File: config.mk
export PLATFORM = sky130hd
export DESIGN_NAME = cif_ack_eoi
export DESIGN_NICKNAME = d
export VERILOG_FILES = /design/src/rtl/cif_pkg.sv /design/src/rtl/cif_cfg_regs.sv /design/src/rtl/cif_gate.sv /design/src/rtl/cif_act_stack.sv /design/src/rtl/cif_ack_eoi.sv
export SDC_FILE = /design/constraint.sdc
export NUM_CORES = 1
export LEC_CHECK = 0
export ABC_AREA = 1
export BUFFER_PORTS_ARGS = -buffer_cell sky130_fd_sc_hd__clkbuf_2
export CORE_MARGIN = 8
export CORE_UTILIZATION = 50
export CTS_BUF_LIST = sky130_fd_sc_hd__clkbuf_4 sky130_fd_sc_hd__clkbuf_8 sky130_fd_sc_hd__clkbuf_16
export DETAILED_ROUTE_END_ITERATION = 10
export HOLD_SLACK_MARGIN = 0.06
export PLACE_DENSITY = 0.82
export SLEW_MARGIN = 0
export SYNTH_ARGS = -nofsm -noshare
export SYNTH_HDL_FRONTEND = slang
export SYNTH_SLANG_ARGS = --single-unit
File: constraint.sdc
create_clock -name clk_i -period 3.8 [get_ports clk_i]
set_input_delay 0.38 -clock clk_i [delete_from_list [all_inputs] [get_ports clk_i]]
set_output_delay 0.38 -clock clk_i [all_outputs]
set_load 0.05 [all_outputs]
File: src/rtl/cif_pkg.sv
package cif_pkg;
  localparam int ID_W       = 10;
  localparam int PRIO_W     = 8;
  localparam int DATA_W     = 32;
  localparam int CPU_LSB    = 10;
  localparam int SGI_LIMIT  = 16;

  localparam logic [ID_W-1:0]   ID_SPURIOUS = 10'd1023;
  localparam logic [ID_W-1:0]   ID_RSVD_LO  = 10'd1020;
  localparam logic [PRIO_W-1:0] PRIO_IDLE   = 8'hFF;

  typedef enum logic [1:0] {
    REG_CTRL  = 2'd0,
    REG_PMASK = 2'd1,
    REG_ACK   = 2'd2,
    REG_EOI   = 2'd3
  } reg_sel_e;

  typedef struct packed {
    logic [ID_W-1:0]   id;
    logic [PRIO_W-1:0] prio;
  } act_ent_t;
endpackage

File: src/rtl/cif_cfg_regs.sv
module cif_cfg_regs
  import cif_pkg::*;
(
  input  logic              clk_i,
  input  logic              rst_ni,
  input  logic              wr_ctrl_i,
  input  logic              wr_pmask_i,
  input  logic [DATA_W-1:0] wdata_i,
  output logic              en_o,
  output logic [PRIO_W-1:0] pmask_o
);
  logic [DATA_W-1:PRIO_W] unused_wdata;
  assign unused_wdata = wdata_i[DATA_W-1:PRIO_W];

  always_ff @(posedge clk_i or negedge rst_ni) begin
    if (!rst_ni) begin
      en_o    <= 1'b0;
      pmask_o <= '0;
    end else begin
      if (wr_ctrl_i)  en_o    <= wdata_i[0];
      if (wr_pmask_i) pmask_o <= wdata_i[PRIO_W-1:0];
    end
  end
endmodule

File: src/rtl/cif_gate.sv
module cif_gate
  import cif_pkg::*;
(
  input  logic              en_i,
  input  logic              cand_valid_i,
  input  logic [ID_W-1:0]   cand_id_i,
  input  logic [PRIO_W-1:0] cand_prio_i,
  input  logic [PRIO_W-1:0] pmask_i,
  input  logic [PRIO_W-1:0] run_prio_i,
  input  logic              full_i,
  output logic              elig_o
);
  logic id_ok, beats_mask, beats_run;

  always_comb begin
    id_ok      = cand_id_i < ID_RSVD_LO;
    beats_mask = cand_prio_i < pmask_i;
    beats_run  = cand_prio_i < run_prio_i;
    elig_o     = en_i && cand_valid_i && id_ok && beats_mask && beats_run && !full_i;
  end
endmodule

File: src/rtl/cif_act_stack.sv
module cif_act_stack
  import cif_pkg::*;
#(
  parameter int DEPTH = 4,
  localparam int CNT_W = $clog2(DEPTH + 1),
  localparam int IDX_W = (DEPTH > 1) ? $clog2(DEPTH) : 1
) (
  input  logic              clk_i,
  input  logic              rst_ni,
  input  logic              push_i,
  input  act_ent_t          push_ent_i,
  input  logic              pop_req_i,
  input  logic [ID_W-1:0]   pop_id_i,
  output logic              match_o,
  output logic [PRIO_W-1:0] top_prio_o,
  output logic [CNT_W-1:0]  depth_o,
  output logic              full_o
);
  act_ent_t        ent_q [DEPTH];
  logic [CNT_W-1:0] cnt_q;
  logic [IDX_W-1:0] top_idx, wr_idx;

  always_comb begin
    top_idx    = IDX_W'(cnt_q - 1'b1);
    wr_idx     = IDX_W'(cnt_q);
    full_o     = cnt_q == CNT_W'(DEPTH);
    match_o    = (cnt_q != '0) && (ent_q[top_idx].id == pop_id_i);
    top_prio_o = (cnt_q == '0) ? PRIO_IDLE : ent_q[top_idx].prio;
    depth_o    = cnt_q;
  end

  always_ff @(posedge clk_i or negedge rst_ni) begin
    if (!rst_ni) begin
      cnt_q <= '0;
      for (int i = 0; i < DEPTH; i++) ent_q[i] <= '0;
    end else if (push_i && !full_o) begin
      ent_q[wr_idx] <= push_ent_i;
      cnt_q         <= cnt_q + 1'b1;
    end else if (pop_req_i && match_o) begin
      cnt_q <= cnt_q - 1'b1;
    end
  end
endmodule

File: src/rtl/cif_ack_eoi.sv
module cif_ack_eoi
  import cif_pkg::*;
#(
  parameter int NEST_DEPTH = 4,
  parameter int CPU_W      = 3,
  localparam int CNT_W     = $clog2(NEST_DEPTH + 1)
) (
  input  logic              clk_i,
  input  logic              rst_ni,
  input  logic              cand_valid_i,
  input  logic [ID_W-1:0]   cand_id_i,
  input  logic [PRIO_W-1:0] cand_prio_i,
  input  logic [CPU_W-1:0]  cand_cpu_i,
  input  logic              req_i,
  input  logic              we_i,
  input  logic [1:0]        addr_i,
  input  logic [DATA_W-1:0] wdata_i,
  output logic              rvalid_o,
  output logic [DATA_W-1:0] rdata_o,
  output logic              irq_o,
  output logic              ack_o,
  output logic [ID_W-1:0]   ack_id_o,
  output logic              eoi_o,
  output logic [ID_W-1:0]   eoi_id_o
);
  reg_sel_e          sel;
  logic              rd, wr, ack_rd, take, eoi_wr, match, retire, en, full, elig;
  logic [PRIO_W-1:0] pmask, run_prio;
  logic [CNT_W-1:0]  depth;
  logic [DATA_W-1:0] ack_word, rd_next;
  act_ent_t          new_ent;

  assign sel    = reg_sel_e'(addr_i);
  assign rd     = req_i && !we_i;
  assign wr     = req_i && we_i;
  assign ack_rd = rd && (sel == REG_ACK);
  assign eoi_wr = wr && (sel == REG_EOI);
  assign take   = ack_rd && elig;
  assign retire = eoi_wr && match;

  cif_cfg_regs u_cfg (
    .clk_i      (clk_i),
    .rst_ni     (rst_ni),
    .wr_ctrl_i  (wr && (sel == REG_CTRL)),
    .wr_pmask_i (wr && (sel == REG_PMASK)),
    .wdata_i    (wdata_i),
    .en_o       (en),
    .pmask_o    (pmask)
  );

  cif_gate u_gate (
    .en_i         (en),
    .cand_valid_i (cand_valid_i),
    .cand_id_i    (cand_id_i),
    .cand_prio_i  (cand_prio_i),
    .pmask_i      (pmask),
    .run_prio_i   (run_prio),
    .full_i       (full),
    .elig_o       (elig)
  );

  assign new_ent = '{id: cand_id_i, prio: cand_prio_i};

  cif_act_stack #(.DEPTH(NEST_DEPTH)) u_stack (
    .clk_i      (clk_i),
    .rst_ni     (rst_ni),
    .push_i     (take),
    .push_ent_i (new_ent),
    .pop_req_i  (eoi_wr),
    .pop_id_i   (wdata_i[ID_W-1:0]),
    .match_o    (match),
    .top_prio_o (run_prio),
    .depth_o    (depth),
    .full_o     (full)
  );

  assign irq_o = elig;

  // software-generated IDs carry the source CPU above the ID field
  always_comb begin
    ack_word = DATA_W'(cand_id_i);
    if (cand_id_i < ID_W'(SGI_LIMIT))
      ack_word[CPU_LSB +: CPU_W] = cand_cpu_i;
  end

  always_comb begin
    unique case (sel)
      REG_CTRL:  rd_next = DATA_W'(en);
      REG_PMASK: rd_next = DATA_W'(pmask);
      REG_ACK:   rd_next = take ? ack_word : DATA_W'(ID_SPURIOUS);
      default:   rd_next = '0;
    endcase
  end

  always_ff @(posedge clk_i or negedge rst_ni) begin
    if (!rst_ni) begin
      rvalid_o <= 1'b0;
      rdata_o  <= '0;
      ack_o    <= 1'b0;
      ack_id_o <= '0;
      eoi_o    <= 1'b0;
      eoi_id_o <= '0;
    end else begin
      rvalid_o <= rd;
      ack_o    <= take;
      eoi_o    <= retire;
      if (rd)     rdata_o  <= rd_next;
      if (take)   ack_id_o <= cand_id_i;
      if (retire) eoi_id_o <= wdata_i[ID_W-1:0];
    end
  end
endmodule

==> results by group, run 1 <==
Outcome
  – Outcome: finished clean

GRT
  – Routing usage on met1: 24.8%
  – Gr busiest metal: met2
  – Global-route wire length before repair: 25200 µm
  – Largest net degree at the start of global routing: 50
  – Met2 usage: 31.3%
  – Initial antenna violation count: 0
  – Met3 Use GR: 5.03%
  – Final global-route overflow total: 0
  – Vias in the first global route: 4952
  – Gr usage total: 19.9%

Logic synthesis
  – Largest family of logic cells by synthesized area: simple AND/OR/NAND/NOR gates
  – Register area share after synthesis: 48.8%
  – Synth Area in Adders: 3.87%
  – Mapped cell area: 0.00615 mm²
  – Mean Syn Cell Area: 8.33 µm²
  – Top cells by area, synth: dfrtp_1 49%, nand2_1 15%, nand3_1 4.4%, o21ai_1 4.1%, ha_1 3.9%
  – Yosys top cell by area: dfrtp_1
  – Synth top area share: 48.8%
  – Number of synthesized register bits: 120
  – Yosys cell types: 31
  – Mux cell area share after synthesis: 0%
  – Area share of xor/xnor cells in the synthesized design: 0.427%
  – Yosys warnings: 0
  – Post-synthesis simple-gate area fraction: 24.5%
  – Post-synthesis cell count: 738
  – Complex-gate fraction of the synthesized area: 12.4%

Setup path
  – Crit path kind: reg -> out
  – Endpoint type of the worst setup path: primary output
  – Crit path launch type: register
  – Crit path DAT: 3180 ps
  – Worst Path Max Fanout: 9
  – Critical Path RT: 3420 ps

STA
  – Setup tns final: 0 ps
  – Period utilisation layout: 93.8%
  – Setup violators final: 0
  – Fin. max-slew vios: 0
  – Unrepaired setup endpoints after global routing: false
  – Tmin final: 3560 ps
  – Relative slew slack: 47.4%
  – Max Clock Skew: 7.73 ps
  – Worst hold margin: 196 ps
  – Final hold violations: 0
  – Fmax: 281 MHz
  – Worst Tran Pin Value: 786 ps

CTS
  – Clk_lat worst skew: 420 ps
  – CTS tree: done
  – Post-CTS Repair Setup Buffers: 0
  – CTS Buf Count: 17
  – Clk buf depth: 2
  – Clock transition at path regs: 50 ps
  – Clock sink count: 120
  – CTS H-Tree Depth: 4
  – Clock Tree Root: clkbuf_16

Power and ir drop
  – Post-layout power: 4.01 mW
  – Static leakage: 3.59 nW
  – P per Cell Area: 564 mW/mm²
  – Worst VDD drop: 0.325 mV

Placement
  – RD Place Congestion: 0.913
  – Placed instance count: 936
  – PortBufs: 74
  – Placed wire-length estimate: 10800 µm

Floorplan
  – Core ar.: 0.0120 mm²
  – Io pins: 116
  – Die Height: 127 µm
  – Die area: 0.0161 mm²
  – Initial Utilization: 51.2%
  – Row cnt: 40
  – Die width: 127 µm

Layout
  – Reg area: 0.00300 mm²
  – Multi-input logic area: 0.00261 mm²
  – Final Util: 59.1%
  – Fill cells: 994
  – Layout cells sized above 1: 17.5%
  – Synth-to-Final Area Change: 15.5%
  – N_diodes: 0
  – Final cell count without fillers: 968
  – Fin nets: 888

Drt
  – Final wirelength: 15900 µm
  – DRT iter0 DRCs: 602
  – Drt first pass iters: 5
  – Final ANT Viol Nets: 0
  – DRC: 0
  – DR vias/cell: 5.46
  – Vias: 5287
  – WL per Instance: 16.4 µm

Min path
  – Hold Crit Class: in -> reg

Flow run
  – Max_cap viols: 0
==> cells in the final DEF (no fill, tap or decap), types with 2 or more instances in the layout <==
cell and instances:
clkinv_4 2, clkbuf_16 17, dfrtp_1 120, inv_1 57, clkinvlp_4 4, bufinv_16 3, o21ai_1 50, clkinv_2 2
xor2_1 3, o21ai_2 14, nand4_1 15, ha_1 19, nand2_2 2, o21ai_0 45, nand3_4 3, nor2_1 22
clkbuf_8 3, conb_1 19, nand2_1 241, nor3_1 2, clkbuf_2 72, nand3_1 54, a21oi_1 19, o21a_1 8
buf_4 10, nand2_4 2, inv_2 4
==> layer usage <==
layer	part of all wire (%)	vias up	wire length, µm
li1	-	2507	-
met1	41	2514	6570
met2	48	228	7580
met3	8.2	38	1300
met4	2.8	0	449
met5	0	-	0
==> flip-flops by register name, summed over array words and instances, names as in the netlist <==
register and flops:
ack_id_o 10, ack_o 1, eoi_id_o 10, eoi_o 1
rdata_o 13, rvalid_o 1, u_cfg.en_o 1, u_cfg.pmask_o 8
u_stack.depth_o 3, u_stack.ent_q 72
==> report_power, final <==
group,internal [mW],switching [mW],total (mW),leakage (nW)
combinational,0.253,0.676,0.929,1.67
sequential,1.37,0.0514,1.42,1.63
clock,1.08,0.575,1.65,0.290
total,2.70,1.30,4.01,3.59
==> cell type report <==
type | instances | share of cell area, %
timing repair buffer | 84 | 6.55
clock inverter | 11 | 2.08
tap | 147 | 2.59
multi-input combinational | 525 | 36.7
inverter | 61 | 3.22
clock buffer | 20 | 6.57
sequential | 120 | 42.3
==> synth_stat cells (all sizes together) <==
library cell,number
and2,1
dfrtp,120
conb,1
nor2,24
nand2,245
o21a,8
nand3b,1
nand4,15
buf,45
nor3,4
o21ai,109
inv,61
o2111a,1
nand3,57
ha,19
a21oi,19
xor2,3
clkbuf,5
==> repair_timing <==
item	CTS	global route
endpoints found under the setup margin	0	6
hold buffers	1	0
endpoints found under the hold margin	47	0
resized for setup	0	1
==> metrics by stage <==
stage,setup WS (ps),instance area [µm²]
CTS,168,7100
finish,236,7100
global placement,335,6470
detailed placement,312,6470
global route,48.2,7100
floorplan,122,6220
==> kinds of logic after synthesis <==
kind of cell               after synthesis
and+or+nand+nor                        347
AOI/OAI and AO/OA                      137
DFF                                    120
buffers and inverters                  111
adders and majority gates               19
xor gates and xnor gates                 3
other                                    1
==> worst max-delay path, cell delays in order, from the launching register on <==
cell,delay (ps)
dfrtp_1,390
inv_1,100
ha_1,350
inv_2,210
nand3_1,120
a21oi_1,180
ha_1,260
nand2_1,90
inv_1,60
nand3_1,70
o21a_1,120
nand3_1,110
nor2_4,250
and2_4,290
buf_12,160
==> worst paths after layout <==
check	from	end	slack [ps]	depth (start not counted)
hold reg to reg	u_stack.ent_q[58]	u_stack.ent_q[58]	480	2
min in group asynchronous	rst_ni	u_stack.ent_q[58]	540	2
hold / removal	cand_cpu_i[0]	rdata_o[10]	200	3
setup / recovery	u_stack.depth_o[1]	irq_o	240	14
setup reg to reg	u_stack.depth_o[1]	u_stack.ent_q[49]	310	16
max in group asynchronous	rst_ni	u_stack.ent_q[32]	2330	3
Note: power is estimated with default switching activity, not from simulation.
==> run 2, diff against run 1 <==
Settings changed: CORE_UTILIZATION 50 to 56, PLACE_DENSITY 0.82 to 0.86.
Clock period 3.8 ns to 3.3 ns, I/O delays scaled along.
==> results by group, run 2 (synthesis results as in run 1) <==
Outcome
  – Outcome: finished clean

Setup path
  – Crit path kind: reg -> out
  – Worst Path Max Fanout: 16 (+7)
  – Critical Path RT: 2970 ps (-450 ps)
  – Crit path DAT: 2830 ps (-350 ps)
  – Cell mode on critical path: a21oi_1
  – Crit path launch: u_stack.depth_o[1]
  – Critical-path top delay cell: dfrtp_1
  – Crit-path cells: inv_2, ha_4, buf_4, nand3_1, a21oi_1, ha_1, a21oi_1, nand2_2, nand2_4, and2_4, buf_12
  – Worst reg2reg startpoint: u_stack.depth_o[1]
  – Worst path bufs/invs: 3 (-1)
  – Worst path max stage delay: 410 ps (+20 ps)
  – Endpoint type of the worst setup path: primary output
  – Cell family with most CP delay: adder cells
  – Crit path launch type: register

Flow run
  – Max_cap viols: 0 (unchanged)

Power and ir drop
  – Worst VDD drop: 0.394 mV (+21%)
  – Post-layout power: 4.65 mW (+16%)
  – P per Cell Area: 643 mW/mm² (+14%)
  – Static leakage: 3.62 nW (+0.84%)

Layout
  – Layout cells sized above 1: 18.8% (+1.2 points)
  – Commonest non-fill, non-tap cells in the layout: 241 x nand2_1, 120 x dfrtp_1, 72 x clkbuf_2
  – Commonest non-fill, non-tap cell in the layout: nand2_1
  – N_diodes: 0 (unchanged)
  – Fin nets: 897 (+1.0%)
  – Final cell count without fillers: 971 (+0.31%)
  – Synth-to-Final Area Change: 17.4%
  – Top reg by flops: u_stack.ent_q
  – Design Area, Final: 0.00722 mm² (+1.6%)
  – Final Util: 66.9% (+7.8 points)
  – Max reg flops: 72 (unchanged)
  – Largest registers: u_stack.ent_q: 72 flops, rdata_o: 13 flops

Floorplan
  – Die Height: 121 µm (-4.8%)
  – Row cnt: 38 (-5.0%)
  – Io pins: 116 (unchanged)
  – Die width: 121 µm (-4.8%)
  – Initial Utilization: 57.0% (+5.8 points)
  – Die area: 0.0146 mm² (-9.4%)
  – Core ar.: 0.0108 mm² (-10%)

Min path
  – Hold Crit Class: in -> reg
  – Hold Path Origin: cand_id_i[8]

GRT
  – Gr usage total: 23.5% (+3.6 points)
  – Initial antenna violation count: 0 (unchanged)
  – Largest net degree at the start of global routing: 82 (+64%)
  – Global-route wire length before repair: 27100 µm (+7.4%)
  – Vias in the first global route: 5376 (+8.6%)
  – Final global-route overflow total: 0 (unchanged)

Drt
  – Final ANT Viol Nets: 0 (unchanged)
  – Final wirelength: 17500 µm (+10%)
  – DRT iter0 DRCs: 822 (+37%)
  – DR vias/cell: 5.78 (+5.8%)
  – Drt first pass iters: 9 (+4)
  – Vias: 5609 (+6.1%)
  – DRC: 0 (unchanged)
  – WL per Instance: 18.1 µm (+10%)

STA
  – Final hold violations: 0 (unchanged)
  – Setup violators final: 0 (unchanged)
  – Relative slew slack: 27.6% (-20 points)
  – Tmin final: 3160 ps
  – Worst Tran Pin Value: 1080 ps (+296 ps)
  – Post-route setup slack: 136 ps (-100 ps)
  – Setup tns final: 0 ps (unchanged)
  – Max Clock Skew: 8.21 ps (+0.482 ps)
  – Period utilisation layout: 95.9%
  – Fin. max-slew vios: 0 (unchanged)
  – Fmax: 316 MHz
  – Worst hold margin: 80.3 ps (-116 ps)

Placement
  – PortBufs: 74 (unchanged)
  – Setup WS pre-CTS: 14.8 ps (-297 ps)
  – Placed instance count: 928 (-0.85%)
  – RD Place Congestion: 0.892 (-2.3%)
  – Placement Cell Area: 0.00649 mm² (+0.21%)
  – Placed wire-length estimate: 11000 µm (+1.9%)

CTS
  – Clock Tree Root: clkbuf_8
  – CTS Buf Count: 17 (unchanged)
  – Clk buf depth: 2 (unchanged)
  – Clock sink count: 120 (unchanged)
  – Clk_lat worst skew: 530 ps (+110 ps)
  – CTS H-Tree Depth: 4 (unchanged)
  – Clock transition at path regs: 60 ps (about the same)
  – CTS tree: done
run 2: changes by cell type in the layout (fill, tap and decap cells not counted), moves of 2 or more:
cell / before / now
clkinv_4: 2 / 4
inv_1: 57 / 54
inv_2: 4 / 6
nand3_4: 3 / 6
clkinv_2: 2 / 0
inv_6: 0 / 4
dlygate4sd3_1: 1 / 4
run 2: report_power, final:
group          leakage [nW]  internal, mW  total, mW  switching, mW
combinational          1.71         0.323       1.14          0.819
sequential             1.63          1.58       1.65         0.0662
clock                 0.281          1.11       1.86          0.744
total                  3.62          3.02       4.65           1.63
run 2: repair_timing:
action	in CTS	in global routing
hold buffers	4	0
pin swaps	2	2
hold endpoints to repair	42	0
endpoints found under the setup margin	1	55
buffers inserted	3	1
gates cloned	0	3
resized for setup	0	12
run 2: final timing paths:
check | to | slack, ps | cells past startpoint
max reg2reg | u_stack.ent_q[18] | 290 | 14
min in group asynchronous | u_stack.ent_q[35] | 310 | 2
max | irq_o | 140 | 11
min reg2reg | u_stack.ent_q[33] | 480 | 2
max in group asynchronous | rdata_o[1] | 2170 | 3
min | rdata_o[8] | 80 | 3
run 2: worst reg2reg max path: cells and delay by family, from the launching register on:
family	cells	cell delay (ps)
and+or+nand+nor	6	940
adders and majority gates	2	570
buffers and inverters	3	530
AOI/OAI and AO/OA	3	420
DFF	1	410
run 2: final cells by class:
class	count	area, µm²
inverters	61	231
multi-input cells	528	2680
flip-flops and latches	120	3000
repair buffers	90	542
clock buffers	18	428
well taps	140	175
clock inverters	14	164
fillers	784	3570
run 2: routing by layer:
| metal | GRT usage, % | part of all wire (%) | vias to the layer above |
|---|---|---|---|
| li1 | - | - | 2547 |
| met1 | 29.5 | 38 | 2646 |
| met2 | 37.7 | 48 | 346 |
| met3 | 5.22 | 10 | 70 |
| met4 | 11.3 | 3.6 | 0 |
| met5 | 0 | 0 | - |
==> run 3, diff against run 2 <==
Settings changed: ABC_AREA 1 to not set, PLACE_DENSITY 0.86 to 0.87, SKIP_CTS_REPAIR_TIMING set to 1.
==> results by group, run 3 <==
Layout
  – Commonest non-fill, non-tap cells in the layout: 119 x dfrtp_1, 72 x clkbuf_2, 48 x mux2_2
  – Final cell count without fillers: 728 (-25%)
  – Fin nets: 654 (-27%)
  – Fill cells: 672 (-14%)
  – Top reg by flops: u_stack.ent_q
  – Max reg flops: 72 (unchanged)
  – Multi-input logic area: 0.00301 mm² (+12%)
  – N_diodes: 0 (unchanged)
  – Reg area: 0.00300 mm² (about the same)
  – Largest registers: u_stack.ent_q: 72 flops, rdata_o: 13 flops
  – Layout cells sized above 1: 40.5% (+22 points)
  – Commonest non-fill, non-tap cell in the layout: dfrtp_1
  – Synth-to-Final Area Change: 23.2%

Min path
  – Hold Crit Class: in -> async

CTS
  – Clock sink count: 120 (unchanged)
  – CTS H-Tree Depth: 4 (unchanged)
  – Clk buf depth: 2 (unchanged)
  – Clock transition at path regs: 60 ps (about the same)
  – Clk_lat worst skew: 530 ps (about the same)
  – CTS Buf Count: 17 (unchanged)
  – Clock Tree Root: clkbuf_8
  – CTS tree: done

GRT
  – Global-route wire length before repair: 23700 µm (-13%)
  – Gr usage total: 21.0% (-2.5 points)
  – Vias in the first global route: 4582 (-15%)
  – Final global-route overflow total: 0 (unchanged)
  – Initial antenna violation count: 0 (unchanged)
  – Largest net degree at the start of global routing: 85 (+3.7%)

STA
  – Setup violators final: 19 (+19)
  – Unrepaired setup endpoints after global routing: true
  – Fin. max-slew vios: 0 (unchanged)
  – Fmax: 274 MHz (-13%)
  – Post-route setup slack: -348 ps (-484 ps)
  – Period utilisation layout: 111% (+15 points)
  – Worst Tran Pin Value: 1070 ps (-15.0 ps)
  – Max Clock Skew: 9.97 ps (+1.76 ps)
  – Worst hold margin: -13.7 ps (-94.1 ps)
  – Tmin final: 3650 ps (+484 ps)
  – Relative slew slack: 28.8% (+1.2 points)
  – Final hold violations: 8 (+8)

Drt
  – Final wirelength: 16100 µm (-8.2%)
  – Vias: 4521 (-19%)
  – Final ANT Viol Nets: 0 (unchanged)
  – DRT iter0 DRCs: 451 (-45%)
  – DR vias/cell: 6.21 (+7.5%)
  – WL per Instance: 22.1 µm (+22%)
  – Drt first pass iters: 8 (-1)
  – DRC: 0 (unchanged)

Logic synthesis
  – Register area share after synthesis: 49.3% (+0.48 points)
  – Mapped cell area: 0.00609 mm² (-0.98%)
  – Post-synth top cells: 120 x dfrtp_1, 48 x mux2_1, 48 x mux2_2
  – Post-synthesis cell count: 468 (-37%)
  – Top cells by area, synth: dfrtp_1 49%, mux2_1 8.9%, mux2_2 8.9%, mux4_2 4.1%, ha_1 3.9%
  – Mean Syn Cell Area: 13.0 µm² (+56%)
  – Post-synth EDFFs: 0 (unchanged)
  – Top-count cell post-synth: dfrtp_1
  – Yosys warnings: 0 (unchanged)
  – Number of synthesized register bits: 120 (unchanged)
  – Yosys cell types: 52 (+68%)
  – Post-synth ARST share: 100% (unchanged)
  – Ys flop type: dfrtp_1
  – Yosys top cell by area: dfrtp_1
  – Synth top area share: 49.3% (+0.48 points)

Setup path
  – Register-to-Register Setup Slack: -90 ps (-380 ps)
  – Worst Path Max Fanout: 9 (-7)
  – Worst R2R End: u_stack.ent_q[6]
  – Crit path DAT: 3320 ps (+490 ps)
  – Crit path kind: reg -> out
  – Endpoint type of the worst setup path: primary output
  – Worst reg2reg startpoint: u_stack.depth_o[0]
  – Crit path launch type: register
  – Worst reg2reg path depth: 14 (unchanged)
  – Critical Path RT: 2970 ps (about the same)

Floorplan
  – Die width: 120 µm (-0.42%)
  – Initial Utilization: 56.7% (-0.31 points)
  – Io pins: 116 (unchanged)
  – Die area: 0.0145 mm² (-0.84%)
  – Core ar.: 0.0107 mm² (-0.44%)
  – Die Height: 120 µm (-0.42%)
  – Row cnt: 38 (unchanged)

Power and ir drop
  – P per Cell Area: 530 mW/mm² (-18%)
  – Worst VDD drop: 0.285 mV (-28%)
  – Static leakage: 3.84 nW (+6.1%)
  – Post-layout power: 3.98 mW (-14%)

Placement
  – Setup WS pre-CTS: -14.3 ps (-29.1 ps)
  – Placed wire-length estimate: 10600 µm (-3.8%)
  – Placed instance count: 684 (-26%)
  – RD Place Congestion: 0.911 (+2.2%)
  – PortBufs: 74 (unchanged)

Outcome
  – Outcome: complete, but fails checks
  – Failing checks: hold timing, setup timing

Flow run
  – Max_cap viols: 0 (unchanged)
run 3: logic make-up (layout without fill, tap and decap cells):
group                    after synthesis  after routing  share of synthesized area (%)
multiplexers                         128            128                           25.9
flip-flops                           120            120                           49.3
AND/OR/NAND/NOR                       79             79                           6.78
AO/OA/AOI/OAI                         56             56                           6.51
buffers and inverters                 51            153                           5.10
adder cells (fa/ha/maj)               19             19                           3.90
XOR/XNOR                              14             14                           2.38
other                                  1             19                         0.0616
run 3: cell type report:
| type | instances | area share, % |
|---|---|---|
| clock inverter | 14 | 1.87 |
| sequential | 120 | 40.1 |
| inverter | 13 | 0.801 |
| timing repair buffer | 108 | 9.14 |
| clock buffer | 18 | 5.71 |
| multi-input combinational | 315 | 40.1 |
| tap | 140 | 2.34 |
run 3: layer usage:
layer | track usage [%] | up-vias | part of all wire [%] | wire [µm]
li1 | - | 1894 | - | -
met5 | 0 | - | 0 | 0
met1 | 26.4 | 2287 | 40 | 6370
met3 | 5.03 | 55 | 8.4 | 1350
met2 | 33.9 | 285 | 49 | 7900
met4 | 9.21 | 0 | 3.0 | 486
run 3: power by group:
part           internal, mW  switching (mW)
Combinational         0.207           0.416
Clock                  1.03           0.725
Sequential             1.54          0.0527
run 3: per-stage QoR:
step	util [%]	setup TNS [ps]	hold slack [ps]	area, µm²
floorplan	-	-12520	34.4	6350
global placement	62.9	0	468	6760
detailed placement	62.9	-80.7	475	6760
CTS	68.2	-979	13.5	7330
global route	69.8	-4630	82.3	7500
finish	69.8	-1410	-13.7	7500
run 3: critical path: stages, from the launching register on:
cell and delay, ps:
dfrtp_2 430, buf_6 150, buf_4 160, mux4_2 500, nor2_1 110, ha_2 220
o21ai_0 110, a211oi_1 290, o21ai_1 160, buf_4 180, nand3_2 80, buf_6 140
clkinvlp_4 100, buf_12 150
run 3: how the worst max path moves through the flow:
stage                                  start           endpoint  slack, ps  cells after the start
after floorplan           u_stack.depth_o[0]  u_stack.ent_q[36]       -280                     17
after global placement    u_stack.depth_o[0]  u_stack.ent_q[64]         80                     12
after detailed placement  u_stack.depth_o[0]  u_stack.ent_q[56]        -10                     12
after CTS                 u_stack.depth_o[0]              irq_o       -460                     13
after global routing      u_stack.depth_o[0]              irq_o       -440                     13
final                     u_stack.depth_o[0]              irq_o       -350                     13
